<file path="src/rtl/wk_pkg.sv">
`timescale 1ns/1ps
package wk_pkg;
    localparam int ADDR_W    = 8;
    localparam int DATA_W    = 16;
    localparam int HALF_W    = 16;
    localparam int STAT_W    = 2 * HALF_W;
    localparam int IDX_W     = $clog2(STAT_W);
    localparam int NUM_DED   = 2;

    localparam logic [ADDR_W-1:0] ADR_DED_MASK = 8'h00;
    localparam logic [ADDR_W-1:0] ADR_DED_EDGE = 8'h04;
    localparam logic [ADDR_W-1:0] ADR_DED_CLR  = 8'h08;
    localparam logic [ADDR_W-1:0] ADR_LVL_MASK = 8'h0C;
    localparam logic [ADDR_W-1:0] ADR_LVL_POL  = 8'h10;
    localparam int                ADR_PIN_BASE = 'h40;
    localparam int                PIN_STRIDE   = 4;

    localparam int PIN_MASK_BIT = 4;
    localparam int PIN_CLR_BIT  = 6;
    localparam int PIN_FALL_BIT = 7;

    typedef enum logic {
        CELL_IDLE = 1'b0,
        CELL_PEND = 1'b1
    } cell_state_e;
endpackage

</file>
<file path="src/rtl/wk_edge_cell.sv">
`timescale 1ns/1ps
module wk_edge_cell
    import wk_pkg::*;
(
    input  logic clk,
    input  logic rst,
    input  logic src,
    input  logic fall_sel,
    input  logic clr,
    output logic pend
);
    cell_state_e state_q, state_d;
    logic        prev_q;
    logic        hit;

    assign hit = fall_sel ? (prev_q & ~src) : (~prev_q & src);

    // state register
    always_ff @(posedge clk) begin
        if (rst) begin
            state_q <= CELL_IDLE;
            prev_q  <= 1'b0;
        end else begin
            state_q <= state_d;
            prev_q  <= src;
        end
    end

    // transitions: arm on edge, release on clear unless a new edge arrives
    always_comb begin
        state_d = state_q;
        unique case (state_q)
            CELL_IDLE: if (hit)         state_d = CELL_PEND;
            CELL_PEND: if (clr && !hit) state_d = CELL_IDLE;
            default:                    state_d = CELL_IDLE;
        endcase
    end

    // outputs
    always_comb begin
        pend = (state_q == CELL_PEND);
    end
endmodule

</file>
<file path="src/rtl/wk_prio_enc.sv">
`timescale 1ns/1ps
module wk_prio_enc #(
    parameter int W  = 32,
    parameter int IW = $clog2(W)
) (
    input  logic [W-1:0]  vec,
    output logic [IW-1:0] idx,
    output logic          vld
);
    always_comb begin
        idx = '0;
        for (int i = W - 1; i >= 0; i--) begin
            if (vec[i]) idx = IW'(i);
        end
        vld = |vec;
    end
endmodule

</file>
<file path="src/rtl/wk_cfg.sv">
`timescale 1ns/1ps
module wk_cfg
    import wk_pkg::*;
#(
    parameter int NUM_GPIO = 22,
    parameter int NUM_LVL  = 8,
    parameter int NEDGE    = NUM_DED + NUM_GPIO
) (
    input  logic              clk,
    input  logic              rst,
    input  logic              cfg_we,
    input  logic [ADDR_W-1:0] cfg_addr,
    input  logic [DATA_W-1:0] cfg_wdata,
    output logic [NEDGE-1:0]  edge_mask,
    output logic [NEDGE-1:0]  edge_fall,
    output logic [NEDGE-1:0]  edge_clr,
    output logic [NUM_LVL-1:0] lvl_mask,
    output logic [NUM_LVL-1:0] lvl_pol
);
    logic [NUM_DED-1:0] ded_mask_q, ded_fall_q, ded_clr;
    logic [NUM_LVL-1:0] lvl_mask_q, lvl_pol_q;

    always_ff @(posedge clk) begin
        if (rst) begin
            ded_mask_q <= '1;
            ded_fall_q <= '0;
            lvl_mask_q <= '1;
            lvl_pol_q  <= '0;
        end else if (cfg_we) begin
            case (cfg_addr)
                ADR_DED_MASK: ded_mask_q <= cfg_wdata[NUM_DED-1:0];
                ADR_DED_EDGE: ded_fall_q <= cfg_wdata[NUM_DED-1:0];
                ADR_LVL_MASK: lvl_mask_q <= cfg_wdata[NUM_LVL-1:0];
                ADR_LVL_POL:  lvl_pol_q  <= cfg_wdata[NUM_LVL-1:0];
                default: ;
            endcase
        end
    end

    assign ded_clr = (cfg_we && cfg_addr == ADR_DED_CLR) ? cfg_wdata[NUM_DED-1:0] : '0;

    assign edge_mask[NUM_DED-1:0] = ded_mask_q;
    assign edge_fall[NUM_DED-1:0] = ded_fall_q;
    assign edge_clr[NUM_DED-1:0]  = ded_clr;

    for (genvar p = 0; p < NUM_GPIO; p++) begin : g_pin
        localparam logic [ADDR_W-1:0] PIN_ADR = ADDR_W'(ADR_PIN_BASE + PIN_STRIDE * p);
        logic pin_hit;
        logic mask_q, fall_q;

        assign pin_hit = cfg_we && (cfg_addr == PIN_ADR);

        always_ff @(posedge clk) begin
            if (rst) begin
                mask_q <= 1'b1;
                fall_q <= 1'b0;
            end else if (pin_hit) begin
                mask_q <= cfg_wdata[PIN_MASK_BIT];
                fall_q <= cfg_wdata[PIN_FALL_BIT];
            end
        end

        assign edge_mask[NUM_DED+p] = mask_q;
        assign edge_fall[NUM_DED+p] = fall_q;
        assign edge_clr[NUM_DED+p]  = pin_hit & cfg_wdata[PIN_CLR_BIT];
    end

    assign lvl_mask = lvl_mask_q;
    assign lvl_pol  = lvl_pol_q;
endmodule

</file>
<file path="src/rtl/wk_cascade.sv">
`timescale 1ns/1ps
module wk_cascade
    import wk_pkg::*;
#(
    parameter int NUM_GPIO = 22,
    parameter int NUM_LVL  = 8
) (
    input  logic                clk,
    input  logic                rst,
    input  logic [1:0]          ded_src,
    input  logic [NUM_GPIO-1:0] gpio_src,
    input  logic [NUM_LVL-1:0]  lvl_src,
    input  logic                cfg_we,
    input  logic [7:0]          cfg_addr,
    input  logic [15:0]         cfg_wdata,
    output logic                wake_req,
    output logic [15:0]         stat_lo,
    output logic [15:0]         stat_hi,
    output logic [4:0]          first_idx,
    output logic                first_vld
);
    localparam int NEDGE = NUM_DED + NUM_GPIO;
    localparam int NSRC  = NEDGE + NUM_LVL;

    logic [NEDGE-1:0]   edge_src, edge_mask_w, edge_fall_w, edge_clr_w, edge_pend;
    logic [NUM_LVL-1:0] lvl_mask_w, lvl_pol_w;
    logic [STAT_W-1:0]  stat_vec;
    logic [IDX_W-1:0]   enc_idx;
    logic               enc_vld;

    assign edge_src = {gpio_src, ded_src};

    wk_cfg #(
        .NUM_GPIO (NUM_GPIO),
        .NUM_LVL  (NUM_LVL),
        .NEDGE    (NEDGE)
    ) u_cfg (
        .clk       (clk),
        .rst       (rst),
        .cfg_we    (cfg_we),
        .cfg_addr  (cfg_addr),
        .cfg_wdata (cfg_wdata),
        .edge_mask (edge_mask_w),
        .edge_fall (edge_fall_w),
        .edge_clr  (edge_clr_w),
        .lvl_mask  (lvl_mask_w),
        .lvl_pol   (lvl_pol_w)
    );

    for (genvar i = 0; i < NEDGE; i++) begin : g_edge
        wk_edge_cell u_cell (
            .clk      (clk),
            .rst      (rst),
            .src      (edge_src[i]),
            .fall_sel (edge_fall_w[i]),
            .clr      (edge_clr_w[i]),
            .pend     (edge_pend[i])
        );
        assign stat_vec[i] = edge_pend[i] & ~edge_mask_w[i];
    end

    for (genvar j = 0; j < NUM_LVL; j++) begin : g_lvl
        assign stat_vec[NEDGE+j] = (lvl_src[j] ^ lvl_pol_w[j]) & ~lvl_mask_w[j];
    end

    if (NSRC < STAT_W) begin : g_pad
        assign stat_vec[STAT_W-1:NSRC] = '0;
    end

    wk_prio_enc #(
        .W  (STAT_W),
        .IW (IDX_W)
    ) u_enc (
        .vec (stat_vec),
        .idx (enc_idx),
        .vld (enc_vld)
    );

    assign stat_lo   = stat_vec[HALF_W-1:0];
    assign stat_hi   = stat_vec[STAT_W-1:HALF_W];
    assign wake_req  = |stat_vec;
    assign first_idx = enc_idx;
    assign first_vld = enc_vld;
endmodule

</file>
<file path="config.mk">
export PLATFORM = sky130hd
export DESIGN_NAME = wk_cascade
export DESIGN_NICKNAME = d
export VERILOG_FILES = /design/src/rtl/wk_pkg.sv /design/src/rtl/wk_edge_cell.sv /design/src/rtl/wk_prio_enc.sv /design/src/rtl/wk_cfg.sv /design/src/rtl/wk_cascade.sv
export SDC_FILE = /design/constraint.sdc
export NUM_CORES = 1
export LEC_CHECK = 0
export ABC_AREA = 1
export BUFFER_PORTS_ARGS = -buffer_cell sky130_fd_sc_hd__buf_2
export CAP_MARGIN = 30
export CORE_MARGIN = 2
export CORE_UTILIZATION = 55
export DETAILED_ROUTE_END_ITERATION = 10
export PLACE_DENSITY = 0.8
export SLEW_MARGIN = 15
export SYNTH_ARGS = -nofsm -noshare
export SYNTH_HDL_FRONTEND = slang
export SYNTH_SLANG_ARGS = --single-unit
</file>
<file path="constraint.sdc">
create_clock -name clk -period 2.9 [get_ports clk]
set_input_delay 0.435 -clock clk [delete_from_list [all_inputs] [get_ports clk]]
set_output_delay 0.435 -clock clk [all_outputs]
set_load 0.005 [all_outputs]
</file>
==> impl_metrics.tcl, run 1 <==
set metrics [dict create \
    min_path_cells 3 \
    start_util 0.570 \
    hold_class "in2reg" \
    insertion_delay_ps 360 \
    async_flop_share 0 \
    final_cell_mix "nor2_1, dfxtp_1, inv_1, nand2_1, buf_2" \
    post-route-min-period_ps 3110 \
    synth-seq-cells 112 \
    avgViaCountPerCell 5.26 \
    cp-end-kind "output port" \
    grt_use_met1 0.301 \
    worst-setup-path-type "reg2out" \
    diodes 0 \
    crit_arrival_ps 2680 \
    rows 34 \
    power.density_nw_per_um2 480 \
    ir_drop_mv 0.283 \
    cp_slowest_cell "dfxtp_2" \
    slew_headroom 0.368 \
    drc_errors 0 \
    busiest_layer "met2" \
    cts_tree "yes" \
    cts_buffers 9 \
    port_buffers 89 \
    multi_input_area_um2 2080 \
    die_area_um2 9810 \
    place_area_um2 5510 \
    post_drt_wl_per_cell_um 13.0 \
    grt_pass1_wl_um 19500 \
    required_ps 2470 \
    period_share 1.07 \
    drive_above_1_share 0.214 \
    slew_violations 0 \
    fmax_ghz 0.321 \
    synthCells 704 \
    skew_ps 8.75 \
    slowest_delay_ps 340 \
    ant_nets 0 \
    grt_util_met2 0.444 \
    final-seq-area_um2 2250 \
    yosys_warnings 0 \
    grt_pass1_vias 4457 \
    synth_area_um2 4970 \
    synth_largest_area_cell "dfxtp_1" \
    holdBufCountCts 0 \
    hold_path_end "g_edge[23].u_cell.prev_q$_SDFF_PP0_" \
    drtIter0Drc 195 \
    rsz0062_at_grt "yes" \
    r2r-end "g_edge[16].u_cell.pend$_SDFF_PP0_" \
    synthTopCellsByArea "dfxtp_1, nor2_1, nand2_1" \
    grt_start_max_net_pins 54 \
    crit_top_cell "nand2_1" \
    p_leak_uw 0.00286 \
    synthFlopType "dfxtp_1" \
    io_pins 98 \
    rrSetupSlack_ps 1920 \
    final_cell_area_um2 5750 \
    cts_buffer_depth 2 \
    critPathMaxFanout 3 \
    final_common_cell "nor2_1" \
    syn_avg_cell_area_um2 7.06 \
    worst_slack_ps -215 \
    wl_um 11800 \
    core_area_um2 8720 \
    num_vias 4750 \
    dp_hpwl_um 8520 \
    clk_pin_slew_ps 110 \
    finalHoldViolations 0 \
    yosysSeqAreaShare 0.451 \
    final_nets 849 \
    synth-edff-count 0 \
    drtPass1Iterations 5 \
    r2r_start "u_cfg.g_pin[14].fall_q$_SDFFE_PP0P_" \
    min_from "gpio_src[21]" \
    tightest_slew_ps 948 \
    grt.met3_usage 0.0298 \
    cp-start-kind "flop" \
    clock-root-buffer "clkbuf_8" \
    synth_nets 763 \
    gp_congestion 0.861 \
    grt_overflow 0 \
    max_cap_violations 0 \
    fillers 820 \
    die_w_um 99.1 \
    worst_r2r_path_depth 2 \
    area_growth_pct 15.6 \
    grt_use_total 0.247 \
    status "finished with violations" \
    yosysUniqueCellTypes 25 \
    setup_violations 1 \
    synth_top_cell_area_share 0.451 \
    dieHeight_um 99.1 \
    cts.sinks 112 \
    fin_setup_tns_ps -215 \
    htreeDepth 3 \
    antenna_found_initial 0 \
    violations "setup timing" \
    pre_cts_ws_ps -85.9 \
]
## metal layers
metal | vias up | share of wire | wire, um
met2 | 127 | 0.49 | 5720
met4 | 0 | 0.018 | 217
met1 | 2174 | 0.45 | 5290
li1 | 2433 | - | -
met5 | - | 0 | 0
met3 | 16 | 0.046 | 545
## where the power goes
part	leakage [uW]	total (uW)	switching (uW)	internal, uW
combinational	0.00184	203	127	76.8
clock	0.000100	954	523	430
sequential	0.000918	1600	20.1	1580
total	0.00286	2760	670	2090
## cells in the mapped netlist (all sizes together), types with 2 or more instances
| cell type | instances |
|---|---|
| dfxtp | 112 |
| nand3 | 34 |
| or3 | 25 |
| nor2 | 112 |
| o31ai | 3 |
| nor3 | 14 |
| bufinv | 4 |
| clkbuf | 19 |
| a21oi | 33 |
| o21ai | 56 |
| o211ai | 28 |
| a31oi | 26 |
| inv | 133 |
| nand2 | 94 |
| or2 | 2 |
| clkinv | 5 |
## cell families (layout without fill, tap and decap cells)
logic type	Yosys count	after routing	synth area share
AO/OA/AOI/OAI	148	148	0.173
buffers and inverters	162	253	0.134
flip-flops	112	112	0.451
AND/OR/NAND/NOR	282	282	0.242
## through the flow
| stage | std cells | power, uW | hold slack, ps | util |
|---|---|---|---|---|
| after global placement | 886 | 1830 | 447 | 0.632 |
| after detailed placement | 886 | 1840 | 449 | 0.632 |
| after floorplan | 704 | 1760 | 422 | - |
| after global routing | 903 | 2860 | 293 | 0.659 |
| after CTS | 902 | 2770 | 274 | 0.655 |
| final | 903 | 2760 | 279 | 0.659 |
## sequential cells by signal, indices dropped and copies added (netlist names)
| register | cells |
|---|---|
| u_cfg.lvl_pol | 8 |
| g_edge.u_cell.pend | 24 |
| u_cfg.g_pin.fall_q | 22 |
| u_cfg.lvl_mask | 8 |
| u_cfg.ded_fall_q | 2 |
| g_edge.u_cell.prev_q | 24 |
| u_cfg.g_pin.mask_q | 22 |
| u_cfg.ded_mask_q | 2 |
## worst max-delay path: cells and delay by family (launching register included)
family                 cells  cell delay (ps)
AND/OR/NAND/NOR           28             1710
buffers and inverters      2              140
AO/OA/AOI/OAI              1              120
flip-flops                 1              340
## area by class of cell
type / count / area share
clock buffer: 11 / 0.0246
timing repair buffer: 95 / 0.0854
clock inverter: 5 / 0.0111
tap: 108 / 0.0235
inverter: 142 / 0.102
sequential: 112 / 0.391
multi-input combinational: 430 / 0.362
## worst max-delay path by stage
| stage | from | end | slack (ps) | cells past startpoint |
|---|---|---|---|---|
| 2_1_floorplan | lvl_src[3] | first_idx[0] | 390 | 30 |
| 5_1_grt | u_cfg.lvl_pol[7]$_SDFFE_PP0P_ | first_idx[0] | -560 | 34 |
| 4_1_cts | u_cfg.lvl_pol[3]$_SDFFE_PP0P_ | first_idx[0] | -250 | 31 |
| 3_3_place_gp | lvl_src[3] | first_idx[0] | -70 | 32 |
| 3_5_place_dp | lvl_src[3] | first_idx[0] | -90 | 32 |
| 6_report | u_cfg.lvl_pol[3]$_SDFFE_PP0P_ | first_idx[0] | -210 | 31 |
## repair_timing
action                                 4_1_cts  5_1_grt
resized for setup                            1       11
endpoints found under the hold margin        0        0
setup endpoints to repair                    1        2
pin swaps                                    0        6
setup buffers                                0        1
Power figures use the tool's default switching activity.
==> run 2, diff against run 1 <==
CORE_UTILIZATION = 50   (was 55)
PLACE_DENSITY = 0.73   (was 0.8)
==> impl_metrics.tcl, run 2 (synthesis results as in run 1) <==
set metrics [dict create \
    post-route-min-period_ps 3130 \
    worst_slack_ps -234 \
    fmax_ghz 0.319 \
    period_share 1.08 \
    final_cell_mix "nor2_1, dfxtp_1, nand2_1" \
    drc_errors 0 \
    grt_use_total 0.220 \
    drtPass1Iterations 4 \
    skew_ps 8.73 \
    avgViaCountPerCell 4.97 \
    core_area_um2 9730 \
    rows 36 \
    area_growth_pct 17.3 \
    gp_congestion 0.839 \
    cts_buffer_depth 2 \
    r2r_start "u_cfg.g_pin[5].fall_q$_SDFFE_PP0P_" \
    violations "setup timing" \
    dieHeight_um 104 \
    fin_setup_tns_ps -270 \
    die_w_um 104 \
    final_nets 852 \
    drive_above_1_share 0.217 \
    finalHoldViolations 0 \
    power.density_nw_per_um2 474 \
    holdBufCountCts 0 \
    antenna_found_initial 0 \
    slowest_delay_ps 350 \
    status "finished with violations" \
    cts.sinks 112 \
    r2r-end "g_edge[7].u_cell.pend$_SDFF_PP0_" \
    rrSetupSlack_ps 1950 \
    required_ps 2470 \
    drtIter0Drc 202 \
    ir_drop_mv 0.295 \
    crit_top_cell "nand2_1" \
    insertion_delay_ps 360 \
    worst-setup-path-type "reg2out" \
    worstSetupStartpoint "u_cfg.lvl_pol[3]$_SDFFE_PP0P_" \
    cp_slowest_cell "dfxtp_2" \
    power_uw 2760 \
    clock-root-buffer "clkbuf_8" \
    post_drt_wl_per_cell_um 12.6 \
    cts_buffers 9 \
    grt_pass1_vias 4306 \
    fillers 929 \
    port_buffers 89 \
    cp-end-kind "output port" \
    wl_um 11700 \
    setup_violations 2 \
    crit_arrival_ps 2700 \
    cp-start-kind "flop" \
    die_area_um2 10800 \
    worst_r2r_path_depth 2 \
    clk_pin_slew_ps 100 \
    rsz0062_at_grt "yes" \
    slew_violations 0 \
    tightest_slew_ps 889 \
    cp-endpoint "first_idx[0]" \
    cts_tree "yes" \
    max_cap_violations 0 \
    pre_cts_ws_ps -122 \
    start_util 0.511 \
    grt_pass1_wl_um 19300 \
    grt_overflow 0 \
    dp_hpwl_um 8410 \
    ant_nets 0 \
    htreeDepth 3 \
    grt_start_max_net_pins 49 \
    p_leak_uw 0.00289 \
    diodes 0 \
    io_pins 98 \
    critPathMaxFanout 3 \
    num_vias 4628 \
    hold_class "in2reg" \
    slew_headroom 0.406 \
]
run 2: critical path: cells and delay by family (launching register included):
kind	cells	cell delay, ps
AND/OR/NAND/NOR	28	1720
flip-flops	1	350
buffers and inverters	2	160
AO/OA/AOI/OAI	1	100
run 2: cell type report:
class	instances	area, um2	share of cell area
sequential	112	2240	0.385
multi-input combinational	430	2080	0.357
inverter	142	592	0.102
timing repair buffer	98	541	0.0927
tap	133	166	0.0285
clock buffer	10	138	0.0236
clock inverter	6	66.3	0.0114
run 2: how the worst min path moves through the flow:
| stage | startpoint | end | depth (start not counted) |
|---|---|---|---|
| 6_report | gpio_src[6] | g_edge[8].u_cell.prev_q$_SDFF_PP0_ | 3 |
| 5_1_grt | gpio_src[8] | g_edge[10].u_cell.prev_q$_SDFF_PP0_ | 3 |
| 4_1_cts | gpio_src[2] | g_edge[4].u_cell.prev_q$_SDFF_PP0_ | 3 |
| 3_5_place_dp | u_cfg.lvl_mask[3]$_SDFFE_PP1P_ | u_cfg.lvl_mask[3]$_SDFFE_PP1P_ | 2 |
| 3_3_place_gp | u_cfg.lvl_mask[3]$_SDFFE_PP1P_ | u_cfg.lvl_mask[3]$_SDFFE_PP1P_ | 2 |
| 2_1_floorplan | u_cfg.lvl_mask[3]$_SDFFE_PP1P_ | u_cfg.lvl_mask[3]$_SDFFE_PP1P_ | 2 |
run 2: per-stage QoR:
stage	utilization	hold slack, ps	cell area [um2]	instances
finish	0.599	286	5830	931
detailed placement	0.569	456	5540	911
floorplan	-	422	4970	704
global route	0.599	271	5830	931
global placement	0.569	450	5540	911
CTS	0.596	278	5800	929
run 2: where the power goes:
group,internal [uW],switching [uW]
clock network,429,527
logic,79.6,125
registers,1580,20.6
run 2: repair_timing:
item                                    CTS  global route
pin swaps                                15            10
endpoints found under the setup margin    2             2
buffers inserted                          2             1
gates cloned                              0             0
gates resized for setup                  14             0
run 2: layer usage:
metal	wire length, um	share of wire	global-route usage	vias to the layer above
li1	-	-	-	2434
met3	609	0.052	0.0340	18
met4	187	0.016	0.0772	0
met5	0	0	0	-
met1	5400	0.46	0.284	2048
met2	5490	0.47	0.376	128
